## config.mk

```make
export PLATFORM = sky130hd
export DESIGN_NAME = iocc_status_gen
export DESIGN_NICKNAME = d
export VERILOG_FILES = /design/src/rtl/iocc_pkg.sv /design/src/rtl/iocc_cmd_eval.sv /design/src/rtl/iocc_irq_track.sv /design/src/rtl/iocc_status_gen.sv
export SDC_FILE = /design/constraint.sdc
export NUM_CORES = 1
export LEC_CHECK = 0
export BUFFER_PORTS_ARGS = -buffer_cell sky130_fd_sc_hd__buf_4
export CORE_ASPECT_RATIO = 1.5
export CORE_UTILIZATION = 42
export DETAILED_ROUTE_END_ITERATION = 10
export GPL_TIMING_DRIVEN = 0
export PLACE_DENSITY = 0.75
export SKIP_LAST_GASP = 1
export SLEW_MARGIN = 20
export SYNTH_ARGS = -nofsm -noshare
export SYNTH_HDL_FRONTEND = slang
export SYNTH_SLANG_ARGS = --single-unit
export TNS_END_PERCENT = 50
```

## constraint.sdc

```tcl
create_clock -name clk -period 2.44 [get_ports clk]
set_clock_uncertainty 0.15 [all_clocks]
set_input_delay 0.366 -clock clk [delete_from_list [all_inputs] [get_ports clk]]
set_output_delay 0.366 -clock clk [all_outputs]
set_load 0.01 [all_outputs]
```

## src/rtl/iocc_pkg.sv

```systemverilog
package iocc_pkg;
  localparam int CC_W   = 3;
  localparam int INFO_W = 8;
  localparam int ADDR_W = 7;
  localparam int ID_W   = INFO_W + 1 + ADDR_W;

  typedef enum logic [CC_W-1:0] {
    IC_NOT_ATT   = 3'd0,
    IC_BUSY      = 3'd1,
    IC_BUSY_RST  = 3'd2,
    IC_REJECT    = 3'd3,
    IC_PARITY    = 3'd5,
    IC_CTRL_BUSY = 3'd6,
    IC_ACCEPT    = 3'd7
  } ins_cc_e;

  typedef enum logic [CC_W-1:0] {
    XC_CTRL_END = 3'd0,
    XC_EXC      = 3'd2,
    XC_DEV_END  = 3'd3,
    XC_ATTN     = 3'd4,
    XC_ATTN_EXC = 3'd6,
    XC_ATTN_DE  = 3'd7
  } irq_cc_e;

  typedef struct packed {
    logic attached;
    logic parity_err;
    logic rst_recover;
    logic ctrl_busy;
    logic unit_busy;
    logic known;
    logic state_ok;
    logic param_ok;
  } cmd_ctx_t;

  // Instruction-time code selection in fixed priority order.
  function automatic ins_cc_e pick_ins_cc(input cmd_ctx_t c);
    if (!c.attached)                              return IC_NOT_ATT;
    else if (c.parity_err)                        return IC_PARITY;
    else if (c.rst_recover)                       return IC_BUSY_RST;
    else if (c.ctrl_busy)                         return IC_CTRL_BUSY;
    else if (c.unit_busy)                         return IC_BUSY;
    else if (!(c.known && c.state_ok && c.param_ok)) return IC_REJECT;
    else                                          return IC_ACCEPT;
  endfunction

  // Interrupt-time code: exception over device end, attention merged,
  // controller end last.
  function automatic irq_cc_e pick_irq_cc(input logic exc, input logic de,
                                          input logic att);
    if (exc)      return att ? XC_ATTN_EXC : XC_EXC;
    else if (de)  return att ? XC_ATTN_DE  : XC_DEV_END;
    else if (att) return XC_ATTN;
    else          return XC_CTRL_END;
  endfunction

  function automatic logic [INFO_W-1:0] de_info(input logic perm,
                                                input logic sne,
                                                input logic seq);
    return {perm, sne, seq, {(INFO_W-3){1'b0}}};
  endfunction

  function automatic logic [ID_W-1:0] pack_id(input logic [INFO_W-1:0] info,
                                              input logic [ADDR_W-1:0] addr);
    return {info, 1'b0, addr};
  endfunction
endpackage

```

## src/rtl/iocc_cmd_eval.sv

```systemverilog
module iocc_cmd_eval
  import iocc_pkg::*;
(
  input  logic            clk,
  input  logic            rst_n,
  input  logic            cmd_valid,
  input  cmd_ctx_t        ctx_in,
  input  logic            cmd_ends_irq,
  input  logic            term_ack,
  output logic            cc_valid,
  output logic [CC_W-1:0] cc_code,
  output logic            dcb_fetch,
  output logic            busy_q,
  output logic            ce_owe_set
);
  cmd_ctx_t ctx;
  ins_cc_e  code_d;
  logic     accept_irq_cmd;

  always_comb begin
    ctx           = ctx_in;
    ctx.unit_busy = busy_q;
    code_d        = pick_ins_cc(ctx);
  end

  assign accept_irq_cmd = cmd_valid && (code_d == IC_ACCEPT) && cmd_ends_irq;
  assign ce_owe_set     = cc_valid && (cc_code == IC_CTRL_BUSY);

  always_ff @(posedge clk) begin
    if (!rst_n) begin
      cc_valid  <= 1'b0;
      cc_code   <= '0;
      dcb_fetch <= 1'b0;
      busy_q    <= 1'b0;
    end else begin
      cc_valid  <= cmd_valid;
      if (cmd_valid) cc_code <= code_d;
      dcb_fetch <= cmd_valid && (code_d == IC_ACCEPT);
      if (accept_irq_cmd)  busy_q <= 1'b1;
      else if (term_ack)   busy_q <= 1'b0;
    end
  end
endmodule

```

## src/rtl/iocc_irq_track.sv

```systemverilog
module iocc_irq_track
  import iocc_pkg::*;
(
  input  logic              clk,
  input  logic              rst_n,
  input  logic              op_done,
  input  logic              op_permissive,
  input  logic              op_scan_ne,
  input  logic              op_scan_eq,
  input  logic              attn_evt,
  input  logic [INFO_W-1:0] exc_set,
  input  logic              ce_owe_set,
  input  logic              irq_ack,
  output logic              irq_req,
  output logic [CC_W-1:0]   irq_cc,
  output logic [INFO_W-1:0] irq_info,
  output logic              ce_sel,
  output logic              take,
  output logic              term_ack
);
  logic [INFO_W-1:0] isb_q, dinfo_q;
  logic              de_q, att_q, ce_q;
  logic              exc_pend;
  logic              clr_isb, clr_de, clr_att, clr_ce;
  irq_cc_e           code;

  assign exc_pend = |isb_q;
  assign irq_req  = exc_pend || de_q || att_q || ce_q;
  assign code     = pick_irq_cc(exc_pend, de_q, att_q);
  assign irq_cc   = code;
  assign ce_sel   = (code == XC_CTRL_END);
  assign take     = irq_ack && irq_req;

  assign clr_isb  = take && exc_pend;
  assign clr_de   = take && (exc_pend || de_q);
  assign clr_att  = take && att_q;
  assign clr_ce   = take && !exc_pend && !de_q && !att_q;
  assign term_ack = clr_de;

  always_comb begin
    if (exc_pend)  irq_info = isb_q;
    else if (de_q) irq_info = dinfo_q;
    else           irq_info = '0;
  end

  always_ff @(posedge clk) begin
    if (!rst_n) begin
      isb_q   <= '0;
      dinfo_q <= '0;
      de_q    <= 1'b0;
      att_q   <= 1'b0;
      ce_q    <= 1'b0;
    end else begin
      isb_q <= (clr_isb ? '0 : isb_q) | exc_set;
      de_q  <= (de_q && !clr_de) || op_done;
      att_q <= (att_q && !clr_att) || attn_evt;
      ce_q  <= (ce_q && !clr_ce) || ce_owe_set;
      if (op_done) dinfo_q <= de_info(op_permissive, op_scan_ne, op_scan_eq);
    end
  end
endmodule

```

## src/rtl/iocc_status_gen.sv

```systemverilog
module iocc_status_gen
  import iocc_pkg::*;
#(
  parameter logic [ADDR_W-1:0] DEV_ADDR = 7'h15,
  parameter logic [ADDR_W-1:0] LOW_ADDR = 7'h10
) (
  input  logic              clk,
  input  logic              rst_n,
  input  logic              cmd_valid,
  input  logic              dev_attached,
  input  logic              bus_parity_err,
  input  logic              rst_recover,
  input  logic              ctrl_busy,
  input  logic              cmd_known,
  input  logic              cmd_state_ok,
  input  logic              cmd_param_ok,
  input  logic              cmd_ends_irq,
  output logic              cc_valid,
  output logic [CC_W-1:0]   cc_code,
  output logic              dcb_fetch,
  input  logic              op_done,
  input  logic              op_permissive,
  input  logic              op_scan_ne,
  input  logic              op_scan_eq,
  input  logic              attn_evt,
  input  logic [INFO_W-1:0] exc_set,
  input  logic              irq_ack,
  output logic              irq_req,
  output logic [CC_W-1:0]   irq_cc,
  output logic [ID_W-1:0]   irq_id
);
  cmd_ctx_t          ctx;
  logic              busy_q, term_ack, take, ce_owe_set, ce_sel;
  logic [INFO_W-1:0] irq_info;

  always_comb begin
    ctx             = '0;
    ctx.attached    = dev_attached;
    ctx.parity_err  = bus_parity_err;
    ctx.rst_recover = rst_recover;
    ctx.ctrl_busy   = ctrl_busy;
    ctx.known       = cmd_known;
    ctx.state_ok    = cmd_state_ok;
    ctx.param_ok    = cmd_param_ok;
  end

  iocc_cmd_eval u_cmd (
    .clk          (clk),
    .rst_n        (rst_n),
    .cmd_valid    (cmd_valid),
    .ctx_in       (ctx),
    .cmd_ends_irq (cmd_ends_irq),
    .term_ack     (term_ack),
    .cc_valid     (cc_valid),
    .cc_code      (cc_code),
    .dcb_fetch    (dcb_fetch),
    .busy_q       (busy_q),
    .ce_owe_set   (ce_owe_set)
  );

  iocc_irq_track u_irq (
    .clk           (clk),
    .rst_n         (rst_n),
    .op_done       (op_done),
    .op_permissive (op_permissive),
    .op_scan_ne    (op_scan_ne),
    .op_scan_eq    (op_scan_eq),
    .attn_evt      (attn_evt),
    .exc_set       (exc_set),
    .ce_owe_set    (ce_owe_set),
    .irq_ack       (irq_ack),
    .irq_req       (irq_req),
    .irq_cc        (irq_cc),
    .irq_info      (irq_info),
    .ce_sel        (ce_sel),
    .take          (take),
    .term_ack      (term_ack)
  );

  assign irq_id = pack_id(irq_info, ce_sel ? LOW_ADDR : DEV_ADDR);
endmodule

```

# Word level (Yosys, flattened, before mapping)
# Cells that the tools add are included.
word_totals:
  rom_bits: 0
  reg_bits: 20
  mem_bits_rw: 0
  mem_count: 0
  latchBits: 0
  out_inout_bits: 25
  inputBits: 25
  wordCells: 59
op_classes:
  n_reduce_logical: 30
  bitwise: 1
  addsub: 0
  n_mul: 0
  shift: 0
  eq_ne: 2
  order_cmp: 0
  n_mux: 17
  div: 0
op_table:
  columns: ["cell", "n"]
  rows:
  - ["3-bit 2-to-1 mux", 12]
  - ["8-bit 2-to-1 mux", 3]
  - ["1-bit logical AND", 15]
  - ["8-bit bitwise OR", 1]
  - ["8-bit OR reduction", 1]
  - ["3-bit equality test (second input constant)", 2]
  - ["1-bit zero test", 6]
  - ["1-bit logical OR", 6]
  - ["3-bit zero test", 1]
  - ["1-bit 2-to-1 mux", 2]
  - ["2-bit nonzero test", 1]

# Depth between registers and ports, before layout
# Gate-level depths: netlist of the first run.
logic_depth:
  depth_word: 12
  depth_mapped: 4

# Cells and area by module
# A second synthesis of the first run with hierarchy kept.
unflattened:
  cells_unflattened: 104
  area_unflattened_um2: 959.7
modules_own_cells:
  columns: ["mod", "cells_each", "n_inst", "area_per_inst_um2"]
  rows:
  - ["iocc_irq_track", 66, 1, 633.1]
  - ["iocc_cmd_eval", 28, 1, 262.8]
  - ["iocc_status_gen", 10, 1, 63.8]

# Least setup slack after synthesis of the first run
# OpenSTA, ideal clock, no wires.
synth_path:
  path_type: "register to output"
  from: "register u_irq.isb_q[6]"
  to: "output port irq_req"
  stages_incl_launch_ff: 4
  slack_ns: 0.337
  arrival_time_ns: 1.587
  n_path_buf: 0
  required_ns: 1.924
  cell_sequence: "dfxtp_1 or4_4 or3_4 or3_1"
synth_between:
  elab_chain_len: 4
synth_lines:
  columns: ["element", "line", "text"]
  rows:
  - ["from (decl)", "iocc_irq_track.sv:21", "logic [INFO_W-1:0] isb_q, dinfo_q;"]
  - ["from (signal assigned)", "iocc_irq_track.sv:54", "isb_q <= (clr_isb ? '0 : isb_q) | exc_set;"]
  - ["8-bit OR reduction", "iocc_irq_track.sv:27", "assign exc_pend = |isb_q;"]
  - ["1-bit logical OR (3 in series)", "iocc_irq_track.sv:28", "assign irq_req = exc_pend || de_q || att_q || ce_q;"]
  - ["to (decl)", "iocc_status_gen.sv:28", "output logic irq_req,"]
# Every way passes these cells.

# Final worst setup path of the first run
layout_path:
  from: "register u_irq.isb_q[1]"
  to: "output port irq_req"
# The elaborated chain is that of the path after synthesis.

==> qor.txt, run 1 <==
Status: complete, but fails checks
Violated checks: negative setup slack
ANT nets after route: 0
Max cap viols: 0
FF/Latch Area: 404 um^2
Setup Viol. Count Final: 2
Starting density of the core: 45.9%
Total power: 0.000754 W
Count leader, synth: dfxtp_1
First-pass GRT wire length: 3200 um
CP peak stage delay: 530 ps
1st-iter DRT viols: 19
Top cell type's share of synthesized area: 45.8%
Multi-input logic area: 383 um^2
Min Clock Period, post-route: 2500 ps
Yosys reg bits: 20
Worst Reg-to-Reg Cells: 3
Leak Pwr: 0.637 nW
WP data required: 1920 ps
Hold Crit Class: in -> reg
DP HPWL: 1600 um
Ranking of synthesized cells by area: dfxtp_1 46%, nor2_1 7.7%, a21oi_1 6.9%, buf_4 6.9%, mux2i_1 3.4%
WL/cell: 11.4 um
Largest net degree at the start of global routing: 13
Arrival time at the worst endpoint: 1990 ps
DRC Markers: 0
Die H: 57.9 um
Yosys cell types: 27
Syn avg cell area: 8.73 um^2
Hold path endpoint: u_irq.isb_q[6]$_SDFF_PN0_
RR Endpoint: u_irq.ce_q$_SDFF_PN0_
Filler instances: 180
Hold Slack: 118 ps
Hold path depth: 3
Grt ovf: 0
# hold bufs at CTS: 0
Layout area overhead: 50.7%
Top FF cell, synth: dfxtp_1
Critical Path, Cell by Cell: or4_4 > or3_4 > or3_1 > buf_4
H-Tree Depth: 1
CORE AREA: 0.00190 mm^2
R2r startpoint: u_irq.isb_q[6]$_SDFF_PN0_
Layout cells sized above 1: 44.2%
Clk Latency, worst-skew pair: 290 ps
Post-synth ARST share: 0%
Deepest clock path buffer count: 2
Post-synth EDFFs: 0
CP Class: reg -> out
Root buffer cell: clkbuf_4
Crit path launch type: flip-flop
Placer Congestion: 0.664
Io pins: 50
Antenna violations before repair: 0
Min-delay src: exc_set[6]
CTS buffer count: 3
RSZ-0062 raised after global routing: true
Fin crit share: 103%
Synth area leader: dfxtp_1
Die area: 0.00227 mm^2
Post-synth top cells: 20 x dfxtp_1, 18 x nor2_1, 12 x a21oi_1
Fmax: 400 MHz
Yosys Warn Count: 0
Bufs and invs on worst path: 1
Sequential area share after synthesis: 45.8%
Layout Nets: 180
Setup_tns: -80.0 ps
Pwr per Cell Area: 573 mW/mm^2
Final hold vios: 0
Setup WS post-layout: -62.9 ps
Vias in the first global route: 818
FP Rows: 19
Clock sinks: 20
Crit-path slowest cell: or4_4
Mapped Area: 873 um^2
Place WS: 225 ps
Number of diodes: 0
GRT Total Usage: 19.2%
Clock transition at path regs: 110 ps
Flop-to-flop setup slack: 810 ps
Die W: 39.2 um
Cells after synthesis: 100
CP max FO: 3
DR pass1 iterations: 6
Final Max Slew Viols: 0
Peak supply drop: 0.436 mV
Crit. End Element: primary output
Final Cell Area: 0.00132 mm^2
Via density: 4.95
IO buf count: 43
CTS tree: yes
Placed inst area: 0.00124 mm^2
Cell family with most CP delay: simple AND/OR/NAND/NOR gates
Final Routed Wirelength: 1990 um
Vias: 866
==> flip-flops by register name, indices dropped and copies added (netlist names) <==
register / flops
u_irq.isb_q: 8
u_cmd.cc_code: 3
u_irq.dinfo_q: 3
u_cmd.busy_q: 1
u_cmd.cc_valid: 1
u_cmd.dcb_fetch: 1
u_irq.att_q: 1
u_irq.ce_q: 1
u_irq.de_q: 1
==> where the power goes <==
part | internal (W) | leakage, nW | switching (W)
Combinational | 0.0000786 | 0.443 | 0.0000561
Clock | 0.000166 | 0.0279 | 0.0000969
Sequential | 0.000344 | 0.166 | 0.0000129
==> cells in the final DEF (no fill, tap or decap) <==
cell | netlist | routed
a2111o_1 | 1 | 1
a21oi_1 | 12 | 12
a221oi_1 | 1 | 1
a22o_1 | 1 | 1
a31o_2 | 3 | 3
a31oi_1 | 1 | 1
a32o_1 | 1 | 1
and2_1 | 2 | 2
and4b_1 | 1 | 1
buf_4 | 8 | 54
bufinv_16 | 0 | 1
clkbuf_1 | 7 | 7
clkbuf_4 | 0 | 3
conb_1 | 2 | 6
dfxtp_1 | 20 | 17
dfxtp_2 | 0 | 3
inv_1 | 5 | 5
mux2i_1 | 3 | 3
nand2_1 | 3 | 3
nand4b_1 | 1 | 1
nor2_1 | 18 | 18
nor2b_1 | 1 | 1
nor4b_2 | 1 | 1
o211ai_1 | 1 | 1
o21ai_0 | 1 | 1
o31ai_1 | 1 | 1
or3_1 | 1 | 1
or3_4 | 1 | 1
or4_1 | 1 | 1
or4_4 | 2 | 2
==> how the worst max path moves through the flow <==
stage / start / to / slack (ps) / cells after the start
floorplan: u_irq.isb_q[6]$_SDFF_PN0_ / irq_req / 340 / 3
global placement: u_irq.isb_q[6]$_SDFF_PN0_ / irq_req / 230 / 4
detailed placement: u_irq.isb_q[6]$_SDFF_PN0_ / irq_req / 230 / 4
CTS: u_irq.isb_q[1]$_SDFF_PN0_ / irq_req / -70 / 4
global route: u_irq.isb_q[1]$_SDFF_PN0_ / irq_req / -150 / 4
finish: u_irq.isb_q[1]$_SDFF_PN0_ / irq_req / -60 / 4
==> cell families (layout without fill, tap and decap cells) <==
kind of cell	Yosys count	after routing	share of synthesized area (%)
multiplexers	3	3	3.44
buffers and inverters	20	70	12.0
flip-flops	20	20	45.8
AND/OR/NAND/NOR	32	32	20.5
other	2	6	0.860
AO/OA/AOI/OAI	23	23	17.3
==> through the flow <==
stage / instances / utilization [%]
after detailed placement: 168 / 65.1
after floorplan: 104 / -
after CTS: 175 / 69.1
after global routing: 175 / 69.2
final: 175 / 69.2
after global placement: 168 / 65.1
==> layout make-up <==
cell class	count	share of cell area, %
Clock inverter	1	2.28
Clock buffer	3	1.71
Multi-Input combinational cell	64	29.1
Timing Repair Buffer	46	26.2
Inverter	5	1.43
Sequential cell	20	30.7
Tap cell	21	2.00
Buffer	15	6.56
==> tightest hold or removal path, stage by stage <==
cell,delay (ps)
buf_4,70
a21oi_1,30
nor2_1,60
==> per-layer routing <==
metal  track usage, %  up-vias  share of wire (%)
met1             20.1      384                 38
li1                 -      436                  -
met2             35.5       42                 51
met3             3.83        4                9.6
met4             6.90        0                1.5
met5                0        -                  0
==> what timing repair did <==
item	CTS	global route
gates cloned	0	0
resized for setup	2	1
setup buffers	3	0
setup endpoints to repair	2	7
pin swaps	1	0
Note: power is estimated with default switching activity, not from simulation.
==> inputs of run 2 (changes only) <==
--- a/config.mk
+++ b/config.mk
@@ -6,11 +6,13 @@
 export NUM_CORES = 1
 export LEC_CHECK = 0
 export BUFFER_PORTS_ARGS = -buffer_cell sky130_fd_sc_hd__buf_4
+export CELL_PAD_IN_SITES_DETAIL_PLACEMENT = 0
+export CELL_PAD_IN_SITES_GLOBAL_PLACEMENT = 1
 export CORE_ASPECT_RATIO = 1.5
-export CORE_UTILIZATION = 42
+export CORE_UTILIZATION = 29
 export DETAILED_ROUTE_END_ITERATION = 10
 export GPL_TIMING_DRIVEN = 0
-export PLACE_DENSITY = 0.75
+export PLACE_DENSITY_LB_ADDON = 0.1
 export SKIP_LAST_GASP = 1
 export SLEW_MARGIN = 20
 export SYNTH_ARGS = -nofsm -noshare
==> qor.txt, run 2 (same netlist as run 1, synthesis figures left out) <==
Switching Power: 0.000177 W (was 0.000166 W)
Placed Cells: 186 (was 168)
Fin crit share: 101% (was 103%)
CP Class: reg -> out (unchanged)
GRT Total Usage: 13.9% (was 19.2%)
Layout cells sized above 1: 43.8% (was 44.2%)
Min Clock Period, post-route: 2470 ps (was 2500 ps)
Crit. End Element: primary output (unchanged)
Most flop-heavy register: u_irq.isb_q (unchanged)
Clock transition at path regs: 70 ps (was 110 ps)
Final core utilization: 46.3% (was 69.2%)
Most common library cell in the layout ignoring fill and taps: buf_4 (unchanged)
CP max FO: 3 (unchanged)
CP peak stage delay: 540 ps (was 530 ps)
Largest register FFs: 8 (unchanged)
Setup_tns: -31.6 ps (was -80.0 ps)
Vias: 839 (was 866)
Vias in the first global route: 821 (was 818)
WP data required: 1920 ps (about the same)
Largest registers: u_irq.isb_q (8), u_cmd.cc_code (3), u_irq.dinfo_q (3) (unchanged)
Clock sinks: 20 (unchanged)
DRC Markers: 0 (unchanged)
Number of diodes: 0 (unchanged)
CTS tree: yes (unchanged)
Layout area overhead: 52.9% (was 50.7%)
Setup WS post-layout: -31.6 ps (was -62.9 ps)
Crit path launch type: flip-flop (unchanged)
Violated checks: negative setup slack (unchanged)
Starting density of the core: 30.3% (was 45.9%)
H-Tree Depth: 1 (unchanged)
Root buffer cell: clkbuf_8 (was clkbuf_4)
RSZ-0062 raised after global routing: true (unchanged)
Largest net degree at the start of global routing: 12 (was 13)
Hold Crit Class: in -> reg (unchanged)
Critical Path, Cell by Cell: or4_4 > or3_4 > or3_1 > buf_4 (unchanged)
Die H: 69.2 um (was 57.9 um)
CORE AREA: 0.00288 mm^2 (was 0.00190 mm^2)
Deepest clock path buffer count: 2 (unchanged)
Placed inst area: 0.00126 mm^2 (was 0.00124 mm^2)
FP Rows: 24 (was 19)
Final instance count without filler cells: 192 (was 175)
Filler instances: 325 (was 180)
Antenna violations before repair: 0 (unchanged)
Die W: 46.8 um (was 39.2 um)
Die area: 0.00324 mm^2 (was 0.00227 mm^2)
Final Routed Wirelength: 2110 um (was 1990 um)
Io pins: 50 (unchanged)
Final hold vios: 0 (unchanged)
Clock power share: 33.9% (was 34.8%)
Arrival time at the worst endpoint: 1960 ps (was 1990 ps)
CTS buffer count: 3 (unchanged)
Sequential share of power: 48.2% (was 47.3%)
Most frequent cells in the layout: 53 x buf_4, 18 x dfxtp_1, 17 x nor2_1 (was 54 x buf_4, 18 x nor2_1, 17 x dfxtp_1)
Placer Congestion: 0.669 (was 0.664)
1st-iter DRT viols: 14 (was 19)
Fmax: 405 MHz (was 400 MHz)
Crit-path slowest cell: or4_4 (unchanged)
Leak Pwr: 0.633 nW (was 0.637 nW)
Cell family with most CP delay: simple AND/OR/NAND/NOR gates (unchanged)
IO buf count: 43 (unchanged)
ANT nets after route: 0 (unchanged)
Pwr per Cell Area: 556 mW/mm^2 (was 573 mW/mm^2)
Max cap viols: 0 (unchanged)
Final Cell Area: 0.00134 mm^2 (was 0.00132 mm^2)
Final Max Slew Viols: 0 (unchanged)
Clk Latency, worst-skew pair: 260 ps (was 290 ps)
Grt ovf: 0 (unchanged)
Via density: 4.37 (was 4.95)
Logic gate share of total power: 17.9% (was 17.8%)
DP HPWL: 1710 um (was 1600 um)
Bufs and invs on worst path: 1 (unchanged)
Peak supply drop: 0.310 mV (was 0.436 mV)
Sw Share: 23.9% (was 22.0%)
WL/cell: 11.0 um (was 11.4 um)
Place WS: 226 ps (was 225 ps)
Setup Viol. Count Final: 1 (was 2)
DR pass1 iterations: 2 (was 6)
Status: complete, but fails checks (unchanged)
Power Internal: 0.000565 W (was 0.000589 W)
Flop-to-flop setup slack: 900 ps (was 810 ps)
First-pass GRT wire length: 3380 um (was 3200 um)
Layout Nets: 179 (was 180)
-- run 2: tightest hold or removal path, cell delays in order --
cell and delay, ps:
buf_4 70, a21oi_1 30, nor2_1 60
-- run 2: path summary, 6_finish.rpt --
kind / from / endpoint / cells after the start
max: u_irq.isb_q[1]$_SDFF_PN0_ / irq_req / 4
min: exc_set[3] / u_irq.isb_q[3]$_SDFF_PN0_ / 3
max reg2reg: u_cmd.busy_q$_SDFFE_PN0P_ / u_cmd.busy_q$_SDFFE_PN0P_ / 3
min reg2reg: u_cmd.cc_code[0]$_SDFFE_PN0P_ / u_cmd.cc_code[0]$_SDFFE_PN0P_ / 2
-- run 2: power by group through the flow --
| stage | Sequential (W) | Clock, W | Combinational, W |
|---|---|---|---|
| floorplan | 0.000362 | 0 | 0.0000653 |
| CTS | 0.000357 | 0.000258 | 0.000134 |
| detailed placement | 0.000365 | 0 | 0.000131 |
| finish | 0.000358 | 0.000252 | 0.000133 |
| global route | 0.000360 | 0.000269 | 0.000147 |
| global placement | 0.000364 | 0 | 0.000130 |
-- run 2: final cells by class --
| cell class | count | area (um^2) | share of cell area (%) |
|---|---|---|---|
| well taps | 39 | 48.8 | 3.66 |
| multi-input cells | 64 | 385 | 28.9 |
| flip-flops and latches | 20 | 403 | 30.2 |
| inverters | 5 | 18.8 | 1.41 |
| clock buffers | 4 | 55.1 | 4.12 |
| repair buffers | 45 | 338 | 25.3 |
| plain buffers | 15 | 86.3 | 6.47 |
-- run 2: metrics by stage --
stage	hold WS, ps	total power [W]
after floorplan	311	0.000427
after global placement	319	0.000494
after detailed placement	324	0.000496
after CTS	157	0.000750
after global routing	172	0.000776
final	159	0.000742
-- run 2: repair_timing --
item	CTS	global route
gates resized for setup	2	1
hold buffers	0	0
endpoints found under the setup margin	2	4
pin swaps	1	0
buffers inserted	2	0
-- run 2: metal layers --
| metal | up-vias | global-route usage [%] | wire [um] |
|---|---|---|---|
| met2 | 30 | 25.6 | 1100 |
| met4 | 0 | 5.71 | 36 |
| met5 | - | 0 | 0 |
| met3 | 4 | 2.60 | 147 |
| met1 | 369 | 14.0 | 823 |
| li1 | 436 | - | - |
